File: src/rtl/wsum_pkg.sv
package wsum_pkg;

  localparam int WORD_W = 32;

  typedef enum logic [1:0] {
    ST_IDLE  = 2'd0,
    ST_READ  = 2'd1,
    ST_DRAIN = 2'd2,
    ST_WRITE = 2'd3
  } wsum_state_e;

  // Sum word with carry out on the top bit.
  function automatic logic [WORD_W:0] word_add(input logic [WORD_W-1:0] a,
                                               input logic [WORD_W-1:0] b,
                                               input logic             ci);
    return {1'b0, a} + {1'b0, b} + {{WORD_W{1'b0}}, ci};
  endfunction

  // Difference word with borrow out on the top bit.
  function automatic logic [WORD_W:0] word_sub(input logic [WORD_W-1:0] a,
                                               input logic [WORD_W-1:0] n,
                                               input logic             bi);
    return {1'b0, a} - {1'b0, n} - {{WORD_W{1'b0}}, bi};
  endfunction

  // Reduced value wins on carry out of the top or no final borrow.
  function automatic logic choose_reduced(input logic carry_top,
                                          input logic borrow_top);
    return carry_top | ~borrow_top;
  endfunction

endpackage

File: src/rtl/wsum_seq.sv
module wsum_seq
  import wsum_pkg::*;
#(
  parameter int NUM_WORDS = 8,
  localparam int IDX_W = $clog2(NUM_WORDS)
) (
  input  logic             clk,
  input  logic             rst_n,
  input  logic             start_i,
  output logic             ready_o,
  output logic [IDX_W-1:0] rd_idx_o,
  output logic             dat_vld_o,
  output logic [IDX_W-1:0] dat_idx_o,
  output logic             wr_en_o,
  output logic [IDX_W-1:0] wr_idx_o
);

  localparam logic [IDX_W-1:0] LAST = IDX_W'(NUM_WORDS - 1);

  wsum_state_e      st_q;
  logic [IDX_W-1:0] idx_q;
  logic             ev_accept;
  logic             ev_idx_last;

  assign ev_accept   = (st_q == ST_IDLE) && start_i;
  assign ev_idx_last = (idx_q == LAST);

  always_ff @(posedge clk or negedge rst_n) begin
    if (!rst_n) begin
      st_q      <= ST_IDLE;
      idx_q     <= '0;
      dat_vld_o <= 1'b0;
      dat_idx_o <= '0;
    end else begin
      dat_vld_o <= (st_q == ST_READ);
      dat_idx_o <= idx_q;
      unique case (st_q)
        ST_IDLE: begin
          if (ev_accept) begin
            st_q  <= ST_READ;
            idx_q <= '0;
          end
        end
        ST_READ: begin
          idx_q <= idx_q + 1'b1;
          if (ev_idx_last) st_q <= ST_DRAIN;
        end
        ST_DRAIN: begin
          st_q  <= ST_WRITE;
          idx_q <= '0;
        end
        ST_WRITE: begin
          idx_q <= idx_q + 1'b1;
          if (ev_idx_last) st_q <= ST_IDLE;
        end
        default: st_q <= ST_IDLE;
      endcase
    end
  end

  assign ready_o  = (st_q == ST_IDLE);
  assign rd_idx_o = idx_q;
  assign wr_en_o  = (st_q == ST_WRITE);
  assign wr_idx_o = idx_q;

  // data words arrive in ascending order, one per clock
  a_r3_data_order: assert property (@(posedge clk) disable iff (!rst_n)
    (dat_vld_o && $past(dat_vld_o)) |-> dat_idx_o == $past(dat_idx_o) + 1'b1);

  // a start while busy never changes the state directly
  a_r8_busy_start: assert property (@(posedge clk) disable iff (!rst_n)
    (!ready_o && start_i && st_q == ST_READ && !ev_idx_last) |=> st_q == ST_READ);

endmodule

File: src/rtl/wsum_chain.sv
module wsum_chain
  import wsum_pkg::*;
#(
  parameter int NUM_WORDS = 8,
  localparam int IDX_W = $clog2(NUM_WORDS)
) (
  input  logic              clk,
  input  logic              rst_n,
  input  logic              dat_vld_i,
  input  logic [IDX_W-1:0]  dat_idx_i,
  input  logic [WORD_W-1:0] a_i,
  input  logic [WORD_W-1:0] b_i,
  input  logic [WORD_W-1:0] n_i,
  output logic [WORD_W-1:0] raw_o,
  output logic [WORD_W-1:0] red_o,
  output logic              pick_red_o
);

  localparam logic [IDX_W-1:0] LAST = IDX_W'(NUM_WORDS - 1);

  logic              carry_q, borrow_q;
  logic              cin, bin;
  logic [WORD_W:0]   s_ext, d_ext;
  logic              ev_first, ev_top;

  assign ev_first = (dat_idx_i == '0);
  assign ev_top   = dat_vld_i && (dat_idx_i == LAST);

  // word 0 starts both chains clean, so no clearing cycle is needed
  assign cin   = ev_first ? 1'b0 : carry_q;
  assign bin   = ev_first ? 1'b0 : borrow_q;
  assign s_ext = word_add(a_i, b_i, cin);
  assign d_ext = word_sub(s_ext[WORD_W-1:0], n_i, bin);
  assign raw_o = s_ext[WORD_W-1:0];
  assign red_o = d_ext[WORD_W-1:0];

  always_ff @(posedge clk or negedge rst_n) begin
    if (!rst_n) begin
      carry_q    <= 1'b0;
      borrow_q   <= 1'b0;
      pick_red_o <= 1'b0;
    end else if (dat_vld_i) begin
      carry_q  <= s_ext[WORD_W];
      borrow_q <= d_ext[WORD_W];
      if (ev_top) pick_red_o <= choose_reduced(s_ext[WORD_W], d_ext[WORD_W]);
    end
  end

  // the decision only moves on the top-word cycle
  a_r4_pick_hold: assert property (@(posedge clk) disable iff (!rst_n)
    !ev_top |=> $stable(pick_red_o));

  // chains only advance on valid data
  a_r7_chain_hold: assert property (@(posedge clk) disable iff (!rst_n)
    !dat_vld_i |=> ($stable(carry_q) && $stable(borrow_q)));

endmodule

File: src/rtl/wsum_buf.sv
module wsum_buf
  import wsum_pkg::*;
#(
  parameter int NUM_WORDS = 8,
  localparam int IDX_W = $clog2(NUM_WORDS)
) (
  input  logic              clk,
  input  logic              wr_en_i,
  input  logic [IDX_W-1:0]  wr_idx_i,
  input  logic [WORD_W-1:0] raw_i,
  input  logic [WORD_W-1:0] red_i,
  input  logic [IDX_W-1:0]  rd_idx_i,
  input  logic              pick_red_i,
  output logic [WORD_W-1:0] word_o
);

  logic [WORD_W-1:0] raw_q [NUM_WORDS];
  logic [WORD_W-1:0] red_q [NUM_WORDS];

  for (genvar g = 0; g < NUM_WORDS; g++) begin : g_slot
    always_ff @(posedge clk) begin
      if (wr_en_i && (wr_idx_i == IDX_W'(g))) begin
        raw_q[g] <= raw_i;
        red_q[g] <= red_i;
      end
    end
  end

  assign word_o = pick_red_i ? red_q[rd_idx_i] : raw_q[rd_idx_i];

endmodule

File: src/rtl/wsum_modadd.sv
module wsum_modadd
  import wsum_pkg::*;
#(
  parameter int NUM_WORDS = 8,
  localparam int IDX_W = $clog2(NUM_WORDS)
) (
  input  logic              clk,
  input  logic              rst_n,
  input  logic              start_i,
  output logic              ready_o,
  output logic [IDX_W-1:0]  opnd_addr_o,
  input  logic [WORD_W-1:0] opnd_a_i,
  input  logic [WORD_W-1:0] opnd_b_i,
  output logic [IDX_W-1:0]  mod_addr_o,
  input  logic [WORD_W-1:0] mod_word_i,
  output logic [IDX_W-1:0]  res_addr_o,
  output logic [WORD_W-1:0] res_data_o,
  output logic              res_wr_o
);

  localparam logic [IDX_W-1:0] LAST = IDX_W'(NUM_WORDS - 1);

  logic              dat_vld;
  logic [IDX_W-1:0]  dat_idx;
  logic [IDX_W-1:0]  rd_idx;
  logic [WORD_W-1:0] raw_word, red_word;
  logic              pick_red;

  wsum_seq #(.NUM_WORDS(NUM_WORDS)) seq_i (
    .clk       (clk),
    .rst_n     (rst_n),
    .start_i   (start_i),
    .ready_o   (ready_o),
    .rd_idx_o  (rd_idx),
    .dat_vld_o (dat_vld),
    .dat_idx_o (dat_idx),
    .wr_en_o   (res_wr_o),
    .wr_idx_o  (res_addr_o)
  );

  assign opnd_addr_o = rd_idx;
  assign mod_addr_o  = rd_idx;

  wsum_chain #(.NUM_WORDS(NUM_WORDS)) chain_i (
    .clk        (clk),
    .rst_n      (rst_n),
    .dat_vld_i  (dat_vld),
    .dat_idx_i  (dat_idx),
    .a_i        (opnd_a_i),
    .b_i        (opnd_b_i),
    .n_i        (mod_word_i),
    .raw_o      (raw_word),
    .red_o      (red_word),
    .pick_red_o (pick_red)
  );

  wsum_buf #(.NUM_WORDS(NUM_WORDS)) buf_i (
    .clk        (clk),
    .wr_en_i    (dat_vld),
    .wr_idx_i   (dat_idx),
    .raw_i      (raw_word),
    .red_i      (red_word),
    .rd_idx_i   (res_addr_o),
    .pick_red_i (pick_red),
    .word_o     (res_data_o)
  );

  // accepting a start drops ready on the next clock
  a_r2_accept: assert property (@(posedge clk) disable iff (!rst_n)
    (ready_o && start_i) |=> !ready_o);

  // ready returns right after the top result word
  a_r2_ready_back: assert property (@(posedge clk) disable iff (!rst_n)
    (res_wr_o && res_addr_o == LAST) |=> ready_o);

  // writes only while busy, starting at word 0 and stepping by one
  a_r6_wr_busy: assert property (@(posedge clk) disable iff (!rst_n)
    res_wr_o |-> !ready_o);
  a_r6_first_addr: assert property (@(posedge clk) disable iff (!rst_n)
    $rose(res_wr_o) |-> res_addr_o == '0);
  a_r6_addr_step: assert property (@(posedge clk) disable iff (!rst_n)
    (res_wr_o && $past(res_wr_o)) |-> res_addr_o == $past(res_addr_o) + 1'b1);

  // the choice stays fixed across the whole write burst
  a_r4_pick_stable: assert property (@(posedge clk) disable iff (!rst_n)
    (res_wr_o && $past(res_wr_o)) |-> $stable(pick_red));

endmodule

File: config.mk
export PLATFORM = sky130hd
export DESIGN_NAME = wsum_modadd
export DESIGN_NICKNAME = d
export VERILOG_FILES = /design/src/rtl/wsum_pkg.sv /design/src/rtl/wsum_seq.sv /design/src/rtl/wsum_chain.sv /design/src/rtl/wsum_buf.sv /design/src/rtl/wsum_modadd.sv
export SDC_FILE = /design/constraint.sdc
export NUM_CORES = 1
export LEC_CHECK = 0
export ABC_AREA = 0
export CORE_ASPECT_RATIO = 0.9
export CORE_MARGIN = 2
export CORE_UTILIZATION = 30
export CTS_CLUSTER_SIZE = 8
export DETAILED_ROUTE_END_ITERATION = 16
export GPL_ROUTABILITY_DRIVEN = 0
export GPL_TIMING_DRIVEN = 0
export PLACE_DENSITY_LB_ADDON = 0.12
export SYNTH_ARGS = -nofsm -noshare
export SYNTH_HDL_FRONTEND = slang
export SYNTH_HIERARCHICAL = 1
export SYNTH_SLANG_ARGS = --single-unit
export TNS_END_PERCENT = 30
File: constraint.sdc
create_clock -name clk -period 7 [get_ports clk]
set_input_delay 0.7 -clock clk [delete_from_list [all_inputs] [get_ports clk]]
set_output_delay 0.7 -clock clk [all_outputs]
set_load 0.05 [all_outputs]
==> metrics <==
status finished clean; crit path cell chain nor3_1 -> nor2_1 -> fa_1 -> a211o_1 -> a21oi_2 -> a21oi_1 -> a21o_1 -> a21o_1 -> a311oi_1 -> xnor2_1 -> inv_1 -> ha_1 -> inv_1 -> ha_1 -> and4_1 -> a221oi_1 -> o21ai_0 -> nor2_1 -> o21ai_1 -> a31oi_1 -> xnor2_1 -> buf_4; fin crit period 6432 ps; crit start category flip-flop; nets@finish 1929; largest net degree at the start of global routing 24; Post-synth EDFFs 512; Crit path arrival time 6780 ps; Clock Skews 17.21 ps; slowest cell on the critical path a311oi_1; fin. max-slew vios 0; Finished Layout Cells 2804; worst r2r src seq_i/dat_idx_o[0]; Post-synth ARST share 2.290%; Fin Hold WS 472.6 ps; Post-DP HPWL 48560 um; Slew @ Worst Pin 1117 ps; Post-DRT Antenna Nets 0; Die Y-Extent 273.4 um; vias per std cell 4.892; Main synth FF type edfxtp_1; CP Buf/Inv Count 3; CTS clock-pin slew for the worst setup and hold paths 50 ps; Synth Register Bits 524; period utilisation layout 91.88%; input/output buffers 141; fmax 0.1555 GHz; R2R depth 22; first drt pass iteration count 6; Core Area 79700 um^2; final setup fails 0; vias in the first global route 14490; Die W 303.4 um; Rows 98; hold violation total from the final report 0; worst reg2reg setup slack 570 ps; Synth cell types 64; Leak 10.22 nW; first-pass GRT wire length 98690 um; Ant. Diodes 0; maxcap violations 0; initial antenna violation count 0; worst vdd ir 0.2173 mV; Bufs on Longest Clock Path 3; syn_nets 1677; # resized after CTS 0; area leader, netlist edfxtp_1; DRC Markers 0; Num CTS Buffers 76; postcts setup bufs 0; Max FO, Critical Path 8; starting density of the core 30.36%; met2 Use GR 26.89%; Synth top area share 63.54%; root buffer cell clkbuf_16; CTS tree yes; routed length per instance 24.25 um; largest family of logic cells by synthesized area multiplexers; hold buffer count at cts 0; cell family contributing the most delay on the critical path compound AO/OA/AOI/OAI gates; Vias 13720; synthesized area 24200 um^2; 1st-iter DRT viols 1006; Skew-Pair Late Insertion Delay 600 ps; layer with the highest usage met2; RSZ-0062 raised after global routing no; YS warnings 6; M1 GR Usage 22.78%; Routed WL 67990 um; XOR/XNOR share of the synthesized area 2.498%; worst setup path class reg2reg; fraction of layout cells with a size suffix above 1 19.95%; CTS sink cnt 524; CP Capture Type flip-flop; sequential-to-total area share from yosys stat 64.78%; post-synthesis mux area share 12.11%; PD cells 420.4 nW/um^2; Placed Instances 2701; routing usage on met3 3.817%; simple-gate portion of the synthesized area 3.584%; Mapped Cells 1477; Area Overhead vs Synth 22.35%; grt ovf 0; H-tree depth 3; Synth area leaders edfxtp_1 64%, mux4_2 12%, ha_1 5.0%; Syn Area/Cell 16.38 um^2; Worst path max stage delay 670 ps; Die ar. 82940 um^2; area share of fa/ha/maj cells after synthesis 5.347%; complex-gate fraction of the synthesized area 6.893%; worst min path class in2async; WP data required 7350 ps; Slew HR 25.54%; R2R Path End buf_i/red_q[4][30]; GR Util All Layers 16.65%; I/O pin cnt 142
[synth_stat cells, types with 2 or more instances]
master and instances:
inv_1 102, o21ai_0 18, and3_1 8, o211ai_1 6, a211oi_1 5, a21o_1 25
buf_1 11, fa_1 4, and4_1 2, buf_2 7, and2_1 6, mux2_2 2
clkbuf_1 28, xnor2_1 43, o31ai_1 2, o21bai_1 9, ha_1 97, a2111o_1 2
nand3_1 16, o21a_1 10, nor2_1 34, a22o_2 2, o2111ai_1 2, a211o_1 3
a221oi_1 3, nor3_1 10, a31o_1 2, edfxtp_1 512, nand2b_1 11, a311oi_1 2
buf_4 79, nand4_1 7, o21ai_1 9, a22oi_1 64, or3_1 2, xor2_1 26
a21oi_1 54, nand2_1 69, a31oi_1 10, nor2b_1 11, mux4_2 128, dfrtp_1 12
[power breakdown]
group	switching, W	total (W)	internal (W)
combinational	0.00290	0.00480	0.00190
sequential	0.0000870	0.00442	0.00433
clock	0.00128	0.00323	0.00195
total	0.00427	0.0124	0.00818
[cell usage in the layout (no fill, tap or decap), types with 4 or more instances in the layout]
cell type        Yosys  final
edfxtp_1           512    512
clkdlybuf4s50_1      0    141
mux4_2             128    128
inv_1              102    102
ha_1                97     97
buf_4               79     80
clkbuf_16            0     76
nand2_1             69     69
a22oi_1             64     64
a21oi_1             54     54
clkbuf_1            28     46
xnor2_1             43     43
nor2_1              34     28
xor2_1              26     26
a21o_1              25     25
o21ai_0             18     18
nand3_1             16     16
buf_12               0     12
dfrtp_1             12     12
buf_1               11     11
nor2b_1             11     11
nand2b_1            11     11
a31oi_1             10     10
o21a_1              10     10
o21ai_1              9      9
o21bai_1             9      9
buf_6                0      8
nor3_1              10      8
and3_1               8      8
buf_2                7      7
buf_8                0      7
nand4_1              7      7
and2_1               6      6
nor2_4               0      6
o211ai_1             6      6
buf_16               0      5
a211oi_1             5      5
fa_1                 4      4
[area by class of cell]
cell class,count,area (um^2)
Fill cell,7506,50100
Sequential cell,524,15680
Multi-Input combinational cell,726,7418
Timing Repair Buffer,174,1992
Clock buffer,94,1969
Tap cell,1050,1314
Buffer,125,774.5
Inverter,102,382.9
Clock inverter,9,78.83
[cell families (layout without fill, tap and decap cells)]
| kind of cell | after synthesis | count (layout) |
|---|---|---|
| xor gates and xnor gates | 69 | 69 |
| buffers and inverters | 227 | 504 |
| and+or+nand+nor | 182 | 182 |
| AOI/OAI and AO/OA | 242 | 242 |
| DFF | 524 | 524 |
| muxes | 132 | 132 |
| adders and majority gates | 101 | 101 |
[per-layer routing]
metal / up-vias / routed length, um
li1: 6212 / -
met1: 7085 / 30950
met2: 362 / 32030
met3: 59 / 4052
met4: 0 / 954
met5: - / 0
[worst max-delay path by stage]
stage | from | to | slack (ps) | cells after the start
after floorplan | seq_i/dat_idx_o[1] | buf_i/raw_q[0][0] | 1520 | 2
after global placement | seq_i/dat_vld_o | buf_i/red_q[2][14] | -4120 | 2
after detailed placement | opnd_a_i[0] | chain_i/borrow_q | 70 | 23
after CTS | seq_i/dat_idx_o[0] | chain_i/borrow_q | 560 | 24
after global routing | seq_i/dat_idx_o[0] | buf_i/red_q[0][30] | 230 | 22
final | seq_i/dat_idx_o[0] | buf_i/red_q[4][30] | 570 | 22
[per-stage QoR]
stage	instance area, um^2	worst slack [ps]	TNS [ps]	utilization, %	total power [W]
after floorplan	24200	1519	0	-	0.007734
after global placement	26920	-4121	-585800	33.78	0.009260
after detailed placement	27560	68.79	0	34.57	0.009359
after CTS	29600	564.2	0	37.14	0.01263
after global routing	29600	232.0	0	37.14	0.01308
final	29600	568.4	0	37.14	0.01245
[sequential cells by signal, indices dropped and copies added (netlist names)]
register            cells
buf_i/raw_q           256
buf_i/red_q           256
seq_i/dat_idx_o         3
seq_i/rd_idx_o          3
seq_i/st_q              2
chain_i/borrow_q        1
chain_i/carry_q         1
chain_i/pick_red_o      1
seq_i/dat_vld_o         1
(Power assumes the default switching activity.)
